$ cat src/rtl/strt_seq_pkg.sv
package strt_seq_pkg;

   typedef enum logic [2:0] {
      ST_HOLD     = 3'd0,
      ST_OSC_WAIT = 3'd1,
      ST_PLL_WAIT = 3'd2,
      ST_RST_OVLP = 3'd3,
      ST_RUN      = 3'd4
   } seq_state_t;

   function automatic logic state_clocked(input seq_state_t s);
      return (s == ST_RST_OVLP) || (s == ST_RUN);
   endfunction

   function automatic int unsigned max3(input int unsigned a, input int unsigned b,
                                        input int unsigned c);
      int unsigned m;
      m = (a > b) ? a : b;
      return (m > c) ? m : c;
   endfunction

endpackage

$ cat src/rtl/strt_rst_sync.sv
module strt_rst_sync #(
   parameter int unsigned STAGES = 2
) (
   input  logic clk,
   input  logic rst_async,
   output logic rst_sync
);
   logic [STAGES-1:0] chain;

   generate
      for (genvar g = 0; g < STAGES; g++) begin : g_stage
         if (g == 0) begin : g_first
            always_ff @(posedge clk or posedge rst_async) begin
               if (rst_async) chain[g] <= 1'b1;
               else           chain[g] <= 1'b0;
            end
         end else begin : g_next
            always_ff @(posedge clk or posedge rst_async) begin
               if (rst_async) chain[g] <= 1'b1;
               else           chain[g] <= chain[g-1];
            end
         end
      end
   endgenerate

   assign rst_sync = chain[STAGES-1];
endmodule

$ cat src/rtl/strt_wait_timer.sv
module strt_wait_timer #(
   parameter int unsigned CNT_W = 8
) (
   input  logic             clk,
   input  logic             rst,
   input  logic             load,
   input  logic [CNT_W-1:0] load_val,
   output logic             zero
);
   logic [CNT_W-1:0] cnt;

   always_ff @(posedge clk or posedge rst) begin
      if (rst)              cnt <= '0;
      else if (load)        cnt <= load_val;
      else if (cnt != '0)   cnt <= cnt - 1'b1;
   end

   assign zero = (cnt == '0);
endmodule

$ cat src/rtl/strt_seq_fsm.sv
module strt_seq_fsm
   import strt_seq_pkg::*;
#(
   parameter int unsigned CNT_W        = 8,
   parameter int unsigned OSC_WAIT_CYC = 20,
   parameter int unsigned PLL_WAIT_CYC = 6,
   parameter int unsigned OVERLAP_CYC  = 3
) (
   input  logic             clk,
   input  logic             rst,
   input  logic             pd_enter,
   input  logic             wake_req,
   input  logic             keep32_on,
   input  logic             tmr_zero,
   output logic             tmr_load,
   output logic [CNT_W-1:0] tmr_val,
   output seq_state_t       state,
   output logic             rst_origin
);
   localparam logic [CNT_W-1:0] OSC_LD = CNT_W'(OSC_WAIT_CYC - 1);
   localparam logic [CNT_W-1:0] PLL_LD = CNT_W'(PLL_WAIT_CYC - 1);
   localparam logic [CNT_W-1:0] OVL_LD = CNT_W'(OVERLAP_CYC - 1);

   seq_state_t nxt;

   always_comb begin
      nxt = state;
      unique case (state)
         ST_HOLD: begin
            if (rst_origin)    nxt = ST_OSC_WAIT;
            else if (wake_req) nxt = keep32_on ? ST_PLL_WAIT : ST_OSC_WAIT;
         end
         ST_OSC_WAIT: if (tmr_zero) nxt = ST_PLL_WAIT;
         ST_PLL_WAIT: if (tmr_zero) nxt = rst_origin ? ST_RST_OVLP : ST_RUN;
         ST_RST_OVLP: if (tmr_zero) nxt = ST_RUN;
         ST_RUN:      if (pd_enter) nxt = ST_HOLD;
         default:     nxt = ST_HOLD;
      endcase
   end

   always_comb begin
      tmr_load = (nxt != state);
      unique case (nxt)
         ST_OSC_WAIT: tmr_val = OSC_LD;
         ST_PLL_WAIT: tmr_val = PLL_LD;
         ST_RST_OVLP: tmr_val = OVL_LD;
         default:     tmr_val = '0;
      endcase
   end

   always_ff @(posedge clk or posedge rst) begin
      if (rst) begin
         state      <= ST_HOLD;
         rst_origin <= 1'b1;
      end else begin
         state <= nxt;
         if (nxt == ST_RUN) rst_origin <= 1'b0;
      end
   end
endmodule

$ cat src/rtl/clk_release_seq.sv
module clk_release_seq
   import strt_seq_pkg::*;
#(
   parameter int unsigned SYNC_STAGES  = 2,
   parameter int unsigned OSC_WAIT_CYC = 18317,
   parameter int unsigned PLL_WAIT_CYC = 33,
   parameter int unsigned OVERLAP_CYC  = 2
) (
   input  logic clk_ref,
   input  logic rst_in,
   input  logic pd_enter,
   input  logic wake_req,
   input  logic keep32_on,
   input  logic alt_osc_sel,
   output logic clk_en,
   output logic core_rst,
   output logic osc_hold
);
   localparam int unsigned MAX_CYC = max3(OSC_WAIT_CYC, PLL_WAIT_CYC, OVERLAP_CYC);
   localparam int unsigned CNT_W   = (MAX_CYC < 2) ? 1 : $clog2(MAX_CYC);

   generate
      if (SYNC_STAGES < 2) begin : g_bad_sync
         $error("SYNC_STAGES must be at least 2");
      end
      if (OSC_WAIT_CYC < 1 || PLL_WAIT_CYC < 1 || OVERLAP_CYC < 1) begin : g_bad_wait
         $error("wait counts must be at least 1");
      end
   endgenerate

   logic             rst_sync;
   logic             tmr_load;
   logic [CNT_W-1:0] tmr_val;
   logic             tmr_zero;
   seq_state_t       state;
   logic             rst_origin;

   strt_rst_sync #(.STAGES(SYNC_STAGES)) i_sync (
      .clk       (clk_ref),
      .rst_async (rst_in),
      .rst_sync  (rst_sync)
   );

   strt_wait_timer #(.CNT_W(CNT_W)) i_timer (
      .clk      (clk_ref),
      .rst      (rst_sync),
      .load     (tmr_load),
      .load_val (tmr_val),
      .zero     (tmr_zero)
   );

   strt_seq_fsm #(
      .CNT_W        (CNT_W),
      .OSC_WAIT_CYC (OSC_WAIT_CYC),
      .PLL_WAIT_CYC (PLL_WAIT_CYC),
      .OVERLAP_CYC  (OVERLAP_CYC)
   ) i_fsm (
      .clk        (clk_ref),
      .rst        (rst_sync),
      .pd_enter   (pd_enter),
      .wake_req   (wake_req),
      .keep32_on  (keep32_on),
      .tmr_zero   (tmr_zero),
      .tmr_load   (tmr_load),
      .tmr_val    (tmr_val),
      .state      (state),
      .rst_origin (rst_origin)
   );

   logic parked;
   assign parked   = (state == ST_HOLD) && !rst_origin;
   assign clk_en   = state_clocked(state);
   assign core_rst = rst_origin;
   assign osc_hold = rst_in || alt_osc_sel || (parked && !keep32_on);
endmodule

$ cat config.mk
export PLATFORM = sky130hd
export DESIGN_NAME = clk_release_seq
export DESIGN_NICKNAME = d
export VERILOG_FILES = /design/src/rtl/strt_seq_pkg.sv /design/src/rtl/strt_rst_sync.sv /design/src/rtl/strt_wait_timer.sv /design/src/rtl/strt_seq_fsm.sv /design/src/rtl/clk_release_seq.sv
export SDC_FILE = /design/constraint.sdc
export NUM_CORES = 1
export LEC_CHECK = 0
export BUFFER_PORTS_ARGS = -buffer_cell sky130_fd_sc_hd__buf_2
export CAP_MARGIN = 30
export CORE_MARGIN = 2
export CORE_UTILIZATION = 43
export DETAILED_ROUTE_END_ITERATION = 6
export SLEW_MARGIN = 20
export SYNTH_ARGS = -nofsm -noshare
export SYNTH_HDL_FRONTEND = slang
export SYNTH_SLANG_ARGS = --single-unit
$ cat constraint.sdc
create_clock -name clk_ref -period 1.22 [get_ports clk_ref]
set_input_delay 0.122 -clock clk_ref [delete_from_list [all_inputs] [get_ports clk_ref]]
set_output_delay 0.122 -clock clk_ref [all_outputs]
set_load 0.05 [all_outputs]
# Word-level counts from Yosys, hierarchy flattened
# Cells that the tools add are included.
dict set report op_classes {
  add_sub_neg 1
  n_eq_ne 9
  mux 12
  n_reduce_logical 11
}
# cell n
set op_table {}
lappend op_table {{$pmux W15 S3} 1}
lappend op_table {{$mux W15} 2}
lappend op_table {{$mux W3} 7}
lappend op_table {{$logic_not A15 Y1} 1}
lappend op_table {{$pmux W3 S5} 1}
lappend op_table {{$reduce_bool A15 Y1} 1}
lappend op_table {{$sub A15 B1 Y15 const B} 1}
lappend op_table {{$eq A3 B2 Y1 const B} 4}
lappend op_table {{$eq A3 B1 Y1 const B} 2}
lappend op_table {{$eq A3 B3 Y1 const B} 2}
lappend op_table {{$logic_not A3 Y1} 1}
lappend op_table {{$logic_or A1 B1 Y1} 3}
lappend op_table {{$ne A3 B3 Y1} 1}
lappend op_table {{$logic_and A1 B1 Y1} 2}
lappend op_table {{$logic_not A1 Y1} 2}
lappend op_table {{$mux W2} 1}
lappend op_table {{$reduce_bool A2 Y1} 1}
dict set report totals {
  output_inout_bits 3
  in_bits 6
  word_cells 38
  ff_bits 21
}

# Logic depth before layout (Yosys ltp)
dict set report logic_depth {
  word_depth 7
  ltp_mapped 8
  ltp_nobuf 7
}

# Modules after synthesis
# A second synthesis with hierarchy kept.
dict set report hier_totals {
  hier_cells 144
  hier_area_um2 1348.8
}
# mod area_each_um2 seq_area_each_um2 n_inst cells_per_inst
set by_module_without_submodules {}
lappend by_module_without_submodules {strt_wait_timer 872.1 375.4 1 88}
lappend by_module_without_submodules {strt_seq_fsm 376.6 101.3 1 47}
lappend by_module_without_submodules {strt_rst_sync 60.1 52.6 1 4}
lappend by_module_without_submodules {clk_release_seq 40.0 0.0 1 5}

# Least setup slack after synthesis
# Ideal clock, no wire load.
dict set report synth_timing {
  path_kind {register to output}
  startpoint {reg i_fsm.state[1]}
  endpoint {out osc_hold}
  t_required_ns 1.098
  arrival_time_ns 2.053
  stages_incl_launch_ff 4
  setup_slack_ns -0.955
  path_buffers 1
  cell_sequence {dfrtp_1 -> buf_6 -> or3_4 -> o31ai_1}
}
dict set report synth_via {
  elab_chain_len 4
}
# element line_no
set synth_rtl {}
lappend synth_rtl {{from (decl)} strt_seq_fsm.sv:17} ;# output seq_state_t state,
lappend synth_rtl {{from (signal assigned)} strt_seq_fsm.sv:56} ;# state <= nxt;
lappend synth_rtl {{$logic_not A3 Y1} clk_release_seq.sv:71} ;# assign parked = (state == ST_HOLD) && !rst_origin;
lappend synth_rtl {{$logic_and A1 B1 Y1} clk_release_seq.sv:71}
lappend synth_rtl {{$logic_and A1 B1 Y1} clk_release_seq.sv:74} ;# assign osc_hold = rst_in || alt_osc_sel || (parked && !keep32_on);
lappend synth_rtl {{$logic_or A1 B1 Y1} clk_release_seq.sv:74}
lappend synth_rtl {{to (decl)} clk_release_seq.sv:17} ;# output logic osc_hold
# Every way passes these cells.

# Worst setup path after layout
dict set report layout_timing {
  startpoint {reg i_fsm.state[2]}
  endpoint {reg i_timer.cnt[5]}
}
dict set report layout_via {
  elab_chain_len 6
  word_cells_on_any_way 19
  classes_between {eq/ne: 8; mux: 9; reduce/logical: 2}
}
# element line_no
set layout_rtl {}
lappend layout_rtl {{$mux W3} strt_seq_fsm.sv:31} ;# else if (wake_req) nxt = keep32_on ? ST_PLL_WAIT : ST_OSC_WAIT;
lappend layout_rtl {{$mux W3} strt_seq_fsm.sv:30} ;# if (rst_origin) nxt = ST_OSC_WAIT;
lappend layout_rtl {{$pmux W3 S5} strt_seq_fsm.sv:28} ;# unique case (state)
lappend layout_rtl {{$eq A3 B2 Y1 or $eq A3 B1 Y1 (tied branches)} strt_seq_fsm.sv:43} ;# unique case (nxt)
lappend layout_rtl {{$pmux W15 S3} strt_seq_fsm.sv:43}
lappend layout_rtl {{$mux W15} strt_wait_timer.sv:14} ;# else if (load) cnt <= load_val;
lappend layout_rtl {{to (signal assigned)} strt_wait_timer.sv:14}
lappend layout_rtl {{to (signal assigned)} strt_wait_timer.sv:15} ;# else if (cnt != '0) cnt <= cnt - 1'b1;
lappend layout_rtl {{to (decl)} strt_wait_timer.sv:10} ;# logic [CNT_W-1:0] cnt;
# Several ways; a longest one is shown, not always the timed one.
# A chain may end at the register's enable or synchronous reset.

==> impl_metrics.csv <==
group,metric,value,unit
outcome,outcome,"finished with violations",
outcome,violations,"setup timing",
placement,gp_congestion,0.825,
logic_synthesis,synth.area.top_cells,"dfrtp_1, dfstp_2, xnor2_1",
die,chipWidth,57.4,um
timing,finalCritPeriodShare,151,%
power_and_ir_drop,powerDensity,2270,mW/mm^2
route,first_pass_iters,4,
cells_and_area,final-seq-area,531,um^2
setup_path,end_kind,"register",
route,drc,0,
logic_synthesis,postSynthCellCount,126,
global_routing,grtUsageTotal,23.3,%
clock_network,cts_sinks,21,
logic_synthesis,yosys_warnings,0,
logic_synthesis,synth_area_per_cell,9.73,um^2
die,initial_core_util,44.9,%
hold_path,hold_path_class,"register to asynchronous set/reset pin",
timing,skew,0.00156,ns
route,drt_iter0_markers,17,
cells_and_area,area_growth,66.9,%
route,routed_wl,3430,um
clock_network,cts_made_buffers,3,
placement,numPortBuffers,8,
cells_and_area,fillers,172,
global_routing,antenna_found_initial,0,
die,core_area,0.00273,mm^2
timing,post-route-min-period,1.84,ns
power_and_ir_drop,leakage,0.923,nW
setup_path,cp.arrival,2.06,ns
setup_path,timing.rr.start,"i_fsm.state[2]",
route,wl_per_cell,15.0,um
clock_network,cts.clk_slew.worst_paths,0.11,ns
job,maxCapViolations,0,
logic_synthesis,yosysTopAreaCell,"dfrtp_1",
setup_path,critPathMaxFanout,8,
setup_path,worstRegToRegCells,6,
placement,dp_hpwl,2230,um
die,die_h,57.4,um
logic_synthesis,synth_top_area_share,36.7,%
setup_path,cp-endpoint,"i_timer.cnt[5]",
global_routing,grt_max_degree,20,
clock_network,tritoncts,"built",
setup_path,crit_type,"register to register",
setup_path,crit_required,1.44,ns
route,antenna_left,0,
clock_network,ctsLongestPathBuffers,2,
logic_synthesis,synth-edff-count,0,
clock_network,ctsRootBufferMaster,"clkbuf_4",
die,io_pins,9,
cells_and_area,multi_input_area,832,um^2
die,std_cell_rows,19,
global_routing,grt_pass1_vias,1254,
timing,holdWs,0.266,ns
timing,fmax,544,MHz
logic_synthesis,async_reset_ff_share,100,%
clock_network,insertion_delay,0.31,ns
power_and_ir_drop,ir_drop,2.07,mV
timing,finalSetupViolCount,22,
logic_synthesis,netlist_area,0.00123,mm^2
timing,rsz0062_at_grt,"true",
logic_synthesis,synth_commonest_cells,"dfrtp_1, nor2_1, a21oi_1, nand3_1",
timing,hold_viol,0,
logic_synthesis,synth_nets,133,
logic_synthesis,ys.flop_type,"dfrtp_1",
timing,layout_setup_ws,-0.618,ns
route,drt-vias-per-instance,5.25,
cells_and_area,drive_above_1_share,60.4,%
logic_synthesis,synth_cell_types,40,
placement,place_ws,-0.628,ns
logic_synthesis,synth_most_common_cell,"dfrtp_1",
timing,maxSlewViolCount,0,
cells_and_area,nets,205,
setup_path,r2r_slack,-0.62,ns
logic_synthesis,ys_seq_area_share,43.2,%
logic_synthesis,ys_ff_latch,21,
cells_and_area,diodes,0,
die,fp.dieArea,0.00329,mm^2
route,dr_total_vias,1198,
clock_network,htree_levels,1,
timing,setup_tns,-10.94,ns
global_routing,grt-ovfl-total,0,
global_routing,grt_pass1_wl,5710,um
setup_path,r2r-end,"i_timer.cnt[5]",
setup_path,cp-startpoint,"i_fsm.state[2]",
setup_path,startpoint_type,"register",
==> registers in the layout, indices dropped and copies added, names as in the netlist <==
name	count
i_timer.cnt	15
i_fsm.state	3
i_fsm.rst_origin	1
i_sync.chain	1
i_sync.rst_sync	1
==> cells by family (layout without fill, tap and decap cells) <==
logic type / count (synthesis) / after routing / synth area share, %
AOI/OAI and AO/OA: 23 / 23 / 14.8
xor gates and xnor gates: 10 / 10 / 7.14
adders and majority gates: 1 / 1 / 1.02
buffers and inverters: 9 / 80 / 3.88
DFF: 21 / 21 / 43.2
other: 1 / 1 / 0.306
and+or+nand+nor: 61 / 61 / 29.7
==> worst max-delay path, cell delays in order, from the launching register on <==
cell,delay [ns]
dfrtp_1,0.40
or3_4,0.40
or3_4,0.35
o311ai_4,0.10
buf_12,0.16
nand2_8,0.07
o32ai_2,0.27
==> per-layer routing <==
layer  GRT usage [%]  share of wire, %  up-vias  routed length, um
met3            3.40               2.2       10                 74
met2            40.4                52       17               1790
met1            28.9                43      576               1490
li1                -                 -      595                  -
met5               0                 0        -                  0
met4            9.30               2.1        0                 72
==> how the worst min path moves through the flow <==
stage | to | cells past startpoint
2_1_floorplan | i_sync.chain[0] | 1
3_3_place_gp | i_sync.chain[0] | 2
3_5_place_dp | i_sync.rst_sync | 2
4_1_cts | i_fsm.state[2] | 4
5_1_grt | i_fsm.state[2] | 4
6_report | i_timer.cnt[14] | 2
==> cell usage in the layout, fill, tap and decap left out, drive strengths merged, types with 2 or more instances in the layout <==
| master | Yosys | final |
|---|---|---|
| clkbuf | 0 | 4 |
| inv | 5 | 5 |
| nor2 | 15 | 15 |
| nor4 | 6 | 6 |
| nand2 | 8 | 8 |
| o31ai | 4 | 4 |
| dfstp | 3 | 3 |
| buf | 4 | 70 |
| xnor2 | 7 | 7 |
| dfrtp | 18 | 18 |
| or4 | 2 | 2 |
| nor2b | 4 | 4 |
| nand3 | 8 | 8 |
| nor3 | 3 | 3 |
| a21oi | 10 | 10 |
| nand2b | 3 | 3 |
| o21ai | 3 | 3 |
| or3 | 3 | 3 |
| and3 | 2 | 2 |
| xor2 | 3 | 3 |
==> timing repair <==
| item | CTS | global route |
|---|---|---|
| gates cloned | 1 | 0 |
| hold endpoints to repair | 2 | 0 |
| pin swaps | 21 | 7 |
| endpoints found under the setup margin | 22 | 22 |
| buffers inserted | 16 | 4 |
| gates resized for setup | 34 | 15 |
| hold buffers | 1 | 0 |
==> power breakdown <==
group	leakage (nW)	internal [mW]	switching [mW]	total, mW
clock	0.0150	0.128	0.214	0.342
combinational	0.650	1.73	1.47	3.20
sequential	0.258	0.950	0.159	1.11
==> stage by stage <==
stage	total power, mW	area [um^2]	util (%)	std cells
2_1_floorplan	2.55	1300	-	126
3_3_place_gp	3.50	1680	61.5	204
3_5_place_dp	3.57	1680	61.5	204
4_1_cts	4.41	1980	72.3	225
5_1_grt	4.95	2050	74.9	228
6_report	4.65	2050	74.9	228
==> area by class of cell <==
| cell class | count | share of cell area, % |
|---|---|---|
| flip-flops and latches | 21 | 25.9 |
| inverters | 5 | 0.917 |
| clock buffers | 4 | 1.28 |
| repair buffers | 71 | 29.3 |
| well taps | 31 | 1.89 |
| multi-input cells | 96 | 40.6 |
(Power assumes the default switching activity.)
